**config.mk**
```make
export PLATFORM = sky130hd
export DESIGN_NAME = spi_board_ctrl
export DESIGN_NICKNAME = d
export VERILOG_FILES = /design/src/rtl/spi_board_ctrl_pkg.sv /design/src/rtl/bsc_sync.sv /design/src/rtl/bsc_shifter.sv /design/src/rtl/bsc_decoder.sv /design/src/rtl/spi_board_ctrl.sv
export SDC_FILE = /design/constraint.sdc
export NUM_CORES = 1
export LEC_CHECK = 0
export ABC_CLOCK_PERIOD_IN_PS = 1700
export CORE_ASPECT_RATIO = 0.6
export CORE_MARGIN = 5
export CORE_UTILIZATION = 25
export CTS_CLUSTER_DIAMETER = 100
export DETAILED_ROUTE_END_ITERATION = 10
export DONT_BUFFER_PORTS = 1
export SYNTH_ARGS = -nofsm -noshare
export SYNTH_HDL_FRONTEND = slang
export SYNTH_SLANG_ARGS = --single-unit
```
**constraint.sdc**
```tcl
create_clock -name clk -period 1.7 [get_ports clk]
set_clock_uncertainty 0.05 [all_clocks]
set_input_delay 0.34 -clock clk [delete_from_list [all_inputs] [get_ports clk]]
set_output_delay 0.34 -clock clk [all_outputs]
set_load 0.01 [all_outputs]
```
**src/rtl/spi_board_ctrl_pkg.sv**
```systemverilog
package spi_board_ctrl_pkg;
    localparam logic [7:0] OP_WRITE = 8'h08;
    localparam logic [7:0] OP_CFG   = 8'h09;
    localparam logic [7:0] OP_READ  = 8'h0A;
    localparam logic [7:0] OP_FAST  = 8'h0B;
    localparam logic [7:0] OP_LON   = 8'h0C;
    localparam logic [7:0] OP_LOFF  = 8'h0D;

    typedef enum logic [2:0] {
        ST_OPC, ST_CFG, ST_WRITE, ST_RDUMMY, ST_ADDR, ST_FDUMMY, ST_READ, ST_SKIP
    } dec_st_e;
endpackage

```
**src/rtl/bsc_sync.sv**
```systemverilog
module bsc_sync #(
    parameter int WIDTH   = 3,
    parameter int STAGES  = 2,
    parameter logic [WIDTH-1:0] RST_VAL = '0
) (
    input  logic             clk,
    input  logic             rst_n,
    input  logic [WIDTH-1:0] async_in,
    output logic [WIDTH-1:0] level,
    output logic [WIDTH-1:0] rise,
    output logic [WIDTH-1:0] fall
);
    logic [WIDTH-1:0] stg_q [STAGES];
    logic [WIDTH-1:0] prev_q;

    for (genvar s = 0; s < STAGES; s++) begin : g_stage
        always_ff @(posedge clk or negedge rst_n) begin
            if (!rst_n)      stg_q[s] <= RST_VAL;
            else if (s == 0) stg_q[s] <= async_in;
            else             stg_q[s] <= stg_q[(s > 0) ? s-1 : 0];
        end
    end

    always_ff @(posedge clk or negedge rst_n) begin
        if (!rst_n) prev_q <= RST_VAL;
        else        prev_q <= stg_q[STAGES-1];
    end

    assign level = stg_q[STAGES-1];
    assign rise  = stg_q[STAGES-1] & ~prev_q;
    assign fall  = ~stg_q[STAGES-1] & prev_q;
endmodule

```
**src/rtl/bsc_shifter.sv**
```systemverilog
module bsc_shifter #(
    parameter int BW = 8
) (
    input  logic          clk,
    input  logic          rst_n,
    input  logic          cs_act,
    input  logic          sck_rise,
    input  logic          sck_fall,
    input  logic          mosi_s,
    input  logic [BW-1:0] tx_byte,
    output logic          byte_vld,
    output logic [BW-1:0] byte_data,
    output logic          miso
);
    localparam int CW = $clog2(BW);

    typedef struct packed {
        logic [CW-1:0] cnt;
        logic [BW-2:0] rx;
        logic [BW-2:0] tx;
        logic          out;
        logic          vld;
        logic [BW-1:0] data;
    } sh_t;

    sh_t d, q;

    always_comb begin
        d = q;
        d.vld = 1'b0;
        if (!cs_act) begin
            d.cnt = '0;
            d.tx  = '0;
            d.out = 1'b0;
        end else begin
            if (sck_rise) begin
                d.rx  = {q.rx[BW-3:0], mosi_s};
                d.cnt = q.cnt + 1'b1;
                if (q.cnt == CW'(BW-1)) begin
                    d.vld  = 1'b1;
                    d.data = {q.rx, mosi_s};
                end
            end
            if (sck_fall) begin
                if (q.cnt == '0) {d.out, d.tx} = tx_byte;
                else             {d.out, d.tx} = {q.tx, 1'b0};
            end
        end
    end

    always_ff @(posedge clk or negedge rst_n) begin
        if (!rst_n) q <= '0;
        else        q <= d;
    end

    assign byte_vld  = q.vld;
    assign byte_data = q.data;
    assign miso      = q.out;
endmodule

```
**src/rtl/bsc_decoder.sv**
```systemverilog
module bsc_decoder
    import spi_board_ctrl_pkg::*;
#(
    parameter int BW     = 8,
    parameter int ADDR_W = 24,
    parameter logic [BW-1:0] CFG_RST = 8'h8F
) (
    input  logic              clk,
    input  logic              rst_n,
    input  logic              cs_act,
    input  logic              byte_vld,
    input  logic [BW-1:0]     byte_data,
    input  logic [BW-1:0]     bus_rdata,
    output logic [BW-1:0]     tx_byte,
    output logic [BW-1:0]     cfg_out,
    output logic              led_n,
    output logic [BW-1:0]     bus_wdata,
    output logic              bus_wr,
    output logic              bus_rd,
    output logic [ADDR_W-1:0] bus_addr
);
    localparam int ABYTES = ADDR_W / BW;
    localparam int IW     = (ABYTES > 1) ? $clog2(ABYTES) : 1;

    typedef struct packed {
        dec_st_e           st;
        logic [IW-1:0]     idx;
        logic              fast;
        logic [BW-1:0]     hold;
        logic              hold_vld;
        logic [BW-1:0]     cfg;
        logic              led_n;
        logic [ADDR_W-1:0] addr;
        logic [BW-1:0]     tx;
        logic              wr;
        logic [BW-1:0]     wdata;
        logic              rd;
    } dec_t;

    dec_t d, q;

    always_comb begin
        d = q;
        d.wr = 1'b0;
        d.rd = 1'b0;
        if (q.rd) begin
            d.tx = bus_rdata;
            if (q.fast) d.addr = q.addr + 1'b1;
        end
        if (!cs_act) begin
            d.st       = ST_OPC;
            d.idx      = '0;
            d.fast     = 1'b0;
            d.hold_vld = 1'b0;
            d.tx       = '0;
        end else if (byte_vld) begin
            unique case (q.st)
                ST_OPC: begin
                    d.tx = '0;
                    case (byte_data)
                        OP_WRITE: begin d.st = ST_WRITE; d.hold_vld = 1'b0; end
                        OP_CFG:   d.st = ST_CFG;
                        OP_READ:  begin d.st = ST_RDUMMY; d.fast = 1'b0; end
                        OP_FAST:  begin d.st = ST_ADDR; d.fast = 1'b1; d.idx = '0; end
                        OP_LON:   begin d.led_n = 1'b0; d.st = ST_SKIP; end
                        OP_LOFF:  begin d.led_n = 1'b1; d.st = ST_SKIP; end
                        default:  d.st = ST_SKIP;
                    endcase
                end
                ST_CFG: d.cfg = byte_data;
                ST_WRITE: begin
                    if (q.hold_vld) begin
                        d.wr    = 1'b1;
                        d.wdata = q.hold;
                    end
                    d.hold     = byte_data;
                    d.hold_vld = 1'b1;
                end
                ST_ADDR: begin
                    d.addr = {q.addr[ADDR_W-BW-1:0], byte_data};
                    d.idx  = q.idx + 1'b1;
                    if (q.idx == IW'(ABYTES-1)) d.st = ST_FDUMMY;
                end
                ST_RDUMMY, ST_FDUMMY, ST_READ: begin
                    d.rd = 1'b1;
                    d.st = ST_READ;
                end
                default: ;
            endcase
        end
    end

    always_ff @(posedge clk or negedge rst_n) begin
        if (!rst_n) begin
            q       <= '0;
            q.st    <= ST_OPC;
            q.cfg   <= CFG_RST;
            q.led_n <= 1'b1;
        end else begin
            q <= d;
        end
    end

    assign tx_byte   = q.tx;
    assign cfg_out   = q.cfg;
    assign led_n     = q.led_n;
    assign bus_wdata = q.wdata;
    assign bus_wr    = q.wr;
    assign bus_rd    = q.rd;
    assign bus_addr  = q.addr;
endmodule

```
**src/rtl/spi_board_ctrl.sv**
```systemverilog
module spi_board_ctrl #(
    parameter int BW          = 8,
    parameter int ADDR_W      = 24,
    parameter int SYNC_STAGES = 2,
    parameter logic [BW-1:0] CFG_RST = 8'h8F
) (
    input  logic              clk,
    input  logic              rst_n,
    input  logic              sck,
    input  logic              mosi,
    input  logic              cs_n,
    output logic              miso,
    output logic [BW-1:0]     cfg_out,
    output logic              led_n,
    output logic [BW-1:0]     bus_wdata,
    output logic              bus_wr,
    input  logic [BW-1:0]     bus_rdata,
    output logic              bus_rd,
    output logic [ADDR_W-1:0] bus_addr
);
    logic [2:0]    lvl, rise, fall;
    logic          byte_vld;
    logic [BW-1:0] byte_data, tx_byte;

    bsc_sync #(.WIDTH(3), .STAGES(SYNC_STAGES), .RST_VAL(3'b100)) u_sync (
        .clk(clk), .rst_n(rst_n), .async_in({cs_n, mosi, sck}),
        .level(lvl), .rise(rise), .fall(fall)
    );

    bsc_shifter #(.BW(BW)) u_shift (
        .clk(clk), .rst_n(rst_n), .cs_act(~lvl[2]),
        .sck_rise(rise[0]), .sck_fall(fall[0]), .mosi_s(lvl[1]),
        .tx_byte(tx_byte), .byte_vld(byte_vld), .byte_data(byte_data), .miso(miso)
    );

    bsc_decoder #(.BW(BW), .ADDR_W(ADDR_W), .CFG_RST(CFG_RST)) u_dec (
        .clk(clk), .rst_n(rst_n), .cs_act(~lvl[2]),
        .byte_vld(byte_vld), .byte_data(byte_data), .bus_rdata(bus_rdata),
        .tx_byte(tx_byte), .cfg_out(cfg_out), .led_n(led_n),
        .bus_wdata(bus_wdata), .bus_wr(bus_wr), .bus_rd(bus_rd), .bus_addr(bus_addr)
    );
endmodule

```
# ---- After elaboration in Yosys (flattened, before gate mapping)
# Cells that the tools add are included.
# Widths: inputs -> output; s select.
dict set report classes {
  n_reduce_logical 22
  bitwise 5
  n_eq_ne 17
  mux 34
  n_addsub 3
}
# operator n
set op_table {}
lappend op_table {{$mux 24} 3}
lappend op_table {{$mux 66} 1}
lappend op_table {{$mux 8} 7}
lappend op_table {{$eq 8x4->1 const B} 6}
lappend op_table {{$mux 9} 5}
lappend op_table {{$mux 32} 1}
lappend op_table {{$add 24x1->24 const B} 1}
lappend op_table {{$reduce_and 3->1} 7}
lappend op_table {{$mux 10} 2}
lappend op_table {{$eq 3x3->1 const B} 4}
lappend op_table {{$pmux 3 s4} 1}
lappend op_table {{$reduce_bool 2->1} 5}
lappend op_table {{$pmux 3 s3} 1}
lappend op_table {{$reduce_bool 3->1} 3}
lappend op_table {{$reduce_and 4->1} 2}
lappend op_table {{$eq 3x2->1 const B} 2}
lappend op_table {{$logic_not 3->1} 2}
lappend op_table {{$mux 3} 2}
lappend op_table {{$mux 6} 1}
lappend op_table {{$ne 3x3->1 const B} 2}
lappend op_table {{$pmux 1 s2} 3}
lappend op_table {{$mux 1} 5}
lappend op_table {{$pmux 2 s2} 1}
lappend op_table {{$reduce_bool 4->1} 1}
lappend op_table {{other kinds (10)} 13}
dict set report totals {
  word_cells 102
  out_inout_bits 44
  regBits 100
  in_bits 13
}

# ---- Logic depth before layout (Yosys ltp)
dict set report logic_depth {
  ltp_word 6
  mapped_depth 6
  mapped_depth_nobuf 6
}

# ---- Cells and area by module
# From an unflattened synthesis, not the netlist that was laid out.
dict set report unflattened {
  hier_cells 455
  hier_area_um2 5101.1
}
# module seq_area_each_um2 cells_each area_per_inst_um2 instances
set modules_own_cells {}
lappend modules_own_cells {bsc_decoder 1659.1 336 3509.6 1}
lappend modules_own_cells {bsc_shifter 675.6 100 1283.7 1}
lappend modules_own_cells {bsc_sync 229.0 18 304.0 1}
lappend modules_own_cells {spi_board_ctrl 0.0 1 3.8 1}

# ---- Least setup slack after synthesis
# Ideal clock, no wire load.
dict set report synth_timing {
  path_type {reg2reg}
  start {register u_sync.prev_q[0]}
  end {register u_shift.q, in the netlist u_shift.byte_data[0]}
  stages_incl_launch_ff 6
  path_buffers 1
  synth_period_minus_slack_ns 1.773
  arrival_ns 1.598
  slack_ns -0.073
  setup_ns 0.125
  required_ns 1.525
  cell_sequence {dfrtp_1 -> nand2b_1 -> nor2_1 -> and2_1 -> buf_2 -> mux2_2}
}
dict set report synth_between {
  elab_chain_len 3
}
# element line
set synth_lines {}
lappend synth_lines {{start, declared} bsc_sync.sv:14} ;# logic [WIDTH-1:0] prev_q;
lappend synth_lines {{start signal, assigned} bsc_sync.sv:26} ;# else prev_q <= stg_q[STAGES-1];
lappend synth_lines {{$not 1->1} bsc_sync.sv:30} ;# assign rise = stg_q[STAGES-1] & ~prev_q;
lappend synth_lines {{$and 1x1->1} bsc_sync.sv:30}
lappend synth_lines {{$reduce_and 3->1 (no source line)} --}
lappend synth_lines {{end signal, assigned} bsc_shifter.sv:52} ;# if (!rst_n) q <= '0;
lappend synth_lines {{end signal, assigned} bsc_shifter.sv:53} ;# else q <= d;
lappend synth_lines {{end, declared} bsc_shifter.sv:26} ;# sh_t d, q;
# No other way between the ends.
# A chain may end at the register's enable or synchronous reset.

==> results.tsv <==
metric	value	unit
outcome	complete, but fails checks	
violations	negative hold slack, negative setup slack	
p_leak	2.56	nW
finalPower	4.82	mW
hold_buffers	3	
drtPass1Iterations	4	
ir_drop	0.351	mV
grt_overflow	0	
die_h	117	um
p_per_area	847	mW/mm^2
dp_hpwl	8270	um
dr_total_vias	3307	
hold_slack	-0.373	ns
wirelength	11200	um
synthTopCellsByCount	dfrtp_1 (92), nand2_1 (42), buf_4 (40)	
die_w	189	um
multi_input_area	0.00194	mm^2
tritoncts	yes	
fin_nets	484	
synth.ff_latch_count	100	
power_frac_clock	0.451	
vias_per_cell	4.61	
root_buffer	clkbuf_16	
gp_congestion	0.776	
final_area	0.00570	mm^2
reg2reg_slack	-0.03	ns
synthToLayoutAreaGrowth	18.4	%
fillerInstances	1932	
switching_power	1.07	mW
seq_area	0.00251	mm^2
route.detailed.drc	0	
antenna_found_initial	0	
synthAdderAreaFrac	0.0130	
die_area	0.0222	mm^2
grt_pass1_vias	3472	
async_flop_share	1.00	
finalWorstSetupSlack	-0.0264	ns
yosys_warnings	0	
setup_viol	3	
p_int	3.75	mW
power_frac_comb	0.027	
postSynthCellCount	443	
drv_slew	0	
drtIter0Drc	184	
io_pins	57	
synth_enable_flop_cells	0	
cts_buffers	9	
period_share	1.02	
clock_latency	0.35	ns
synth_most_common_cell	dfrtp_1	
synth_top_area_frac	0.479	
timing.fmax	579	MHz
fp-row-count	39	
tightest_slew	0.476	ns
relSlewSlack	0.683	
synth_cell_types	42	
syn-num-nets	461	
ys_seq_area_frac	0.523	
muxShareOfSynthArea	0.122	
wl_per_cell	15.6	um
num_antenna_cells	0	
max-cap-violations	0	
critPathRequiredTime	1.92	ns
crit_path_end_kind	flop	
synth_area_leaders	dfrtp_1 (48%), mux2_2 (8.9%), buf_4 (6.2%), dfstp_2 (4.4%), mux2i_1 (3.3%)	
synth_area	0.00481	mm^2
drtAntennaViolNets	0	
cts_max_path_buffers	2	
synth_compound_area_frac	0.0794	
startpoint_type	flop	
syn_area_per_cell	10.9	um^2
crit_type	reg2reg	
place_area	0.00523	mm^2
synthXorXnorAreaFrac	0.0237	
drive_gt1_frac	0.308	
track_usage	0.104	
core_area	0.0190	mm^2
period_minus_slack	1.73	ns
h-tree-depth	3	
initial_core_util	0.253	
cp.arrival	1.95	ns
synth_top_family_by_area	simple AND/OR/NAND/NOR gates	
yosys.area_share.simple	0.151	
io_buffer_count	0	
synth_ff_type	dfrtp_1	
hold_viol	100	
grt_setup_unrepaired	yes	
swShare	0.222	
grt_max_degree	101	
path_clk_slew	0.07	ns
grt_first_pass_wirelength	18600	um
critical_path.max_fanout	4	
cts.sinks	100	
worst_hold_path_type	in2async	
yosys.area.top_type	dfrtp_1	
pwr-share-seq	0.521	
==> layer usage <==
metal / GRT usage / vias up / part of all wire
li1: - / 1576 / -
met1: 0.142 / 1650 / 0.49
met2: 0.153 / 71 / 0.44
met3: 0.0410 / 10 / 0.067
met4: 0.0282 / 0 / 0.012
met5: 0 / - / 0
==> per-stage QoR <==
stage,cells,utilization,worst slack [ns],setup TNS (ns)
after floorplan,443,-,-0.0183,-0.0183
after global placement,693,0.276,-0.0542,-0.0542
after detailed placement,693,0.276,-0.0762,-0.235
after CTS,716,0.296,-0.0278,-0.0555
after global routing,717,0.300,-0.110,-0.863
final,717,0.300,-0.0264,-0.0343
==> cell families (layout without fill, tap and decap cells) <==
| kind of cell | after synthesis | in the layout |
|---|---|---|
| compound gates | 64 | 64 |
| fa+ha+maj | 5 | 5 |
| simple gates | 137 | 137 |
| mux | 54 | 54 |
| xor+xnor | 13 | 13 |
| buf+inv | 70 | 98 |
| flops | 100 | 100 |
==> cell usage in the layout, fill, tap and decap left out, types with 3 or more instances in the layout <==
cell	instances
nor2_1	30
mux2_2	38
nand2_1	42
nand3b_1	3
dfrtp_1	91
o21ai_0	26
buf_6	5
nand3_1	10
or3_1	4
buf_4	58
xor2_1	9
nand4_1	9
and4_1	4
o211ai_1	3
nand2b_1	3
ha_1	4
xnor2_1	4
o31ai_1	8
a31oi_1	11
inv_1	14
clkbuf_16	9
mux2i_1	16
a21oi_1	9
or4_1	9
dfstp_2	8
dlygate4sd3_1	3
==> what timing repair did <==
item	in CTS	in global routing
pin swaps	6	11
setup endpoints to repair	13	31
resized for setup	4	13
setup buffers	5	2
hold endpoints to repair	103	100
==> sequential cells by signal (all words and copies together), names as in the netlist, 8 cells and up <==
name               count
u_dec.bus_wdata        8
u_dec.cfg_out          8
u_dec.q               15
u_shift.q             17
u_shift.byte_data      8
u_dec.bus_addr        24
u_dec.tx_byte          8
==> worst max-delay path: stages, from the launching register on <==
cell     delay (ns)
dfrtp_1        0.38
ha_2           0.19
and4_4         0.25
nand3_4        0.09
or4_1          0.50
a31oi_1        0.19
==> power groups by stage <==
stage / Sequential (mW) / Clock [mW] / Combinational [mW]
floorplan: 2.54 / 0 / 0.108
global placement: 2.56 / 0 / 0.122
detailed placement: 2.56 / 0 / 0.128
CTS: 2.51 / 2.26 / 0.133
global route: 2.52 / 2.35 / 0.147
finish: 2.51 / 2.18 / 0.132
==> cell type report <==
class / count / area share
inverter: 14 / 0.00923
tap: 246 / 0.0540
sequential: 100 / 0.441
multi-input combinational: 273 / 0.341
clock buffer: 10 / 0.0420
clock inverter: 6 / 0.0141
timing repair buffer: 68 / 0.0986
==> final timing paths <==
check                                            start                           end  cells after the start
min in group clk                          bus_rdata[1]    u_dec.tx_byte[1]$_DFF_PN0_                      2
hold reg to reg              u_sync.stg_q[3]$_DFF_PN0_     u_sync.level[0]$_DFF_PN0_                      0
setup / recovery           u_dec.bus_addr[1]$_DFF_PN0_  u_dec.bus_addr[20]$_DFF_PN0_                      5
setup reg to reg           u_dec.bus_addr[1]$_DFF_PN0_  u_dec.bus_addr[20]$_DFF_PN0_                      5
hold / removal                                   rst_n    u_dec.tx_byte[2]$_DFF_PN0_                      0
max in group asynchronous                        rst_n  u_dec.cfg_out[7]$_DFFE_PN1P_                      0
(Power assumes the default switching activity.)
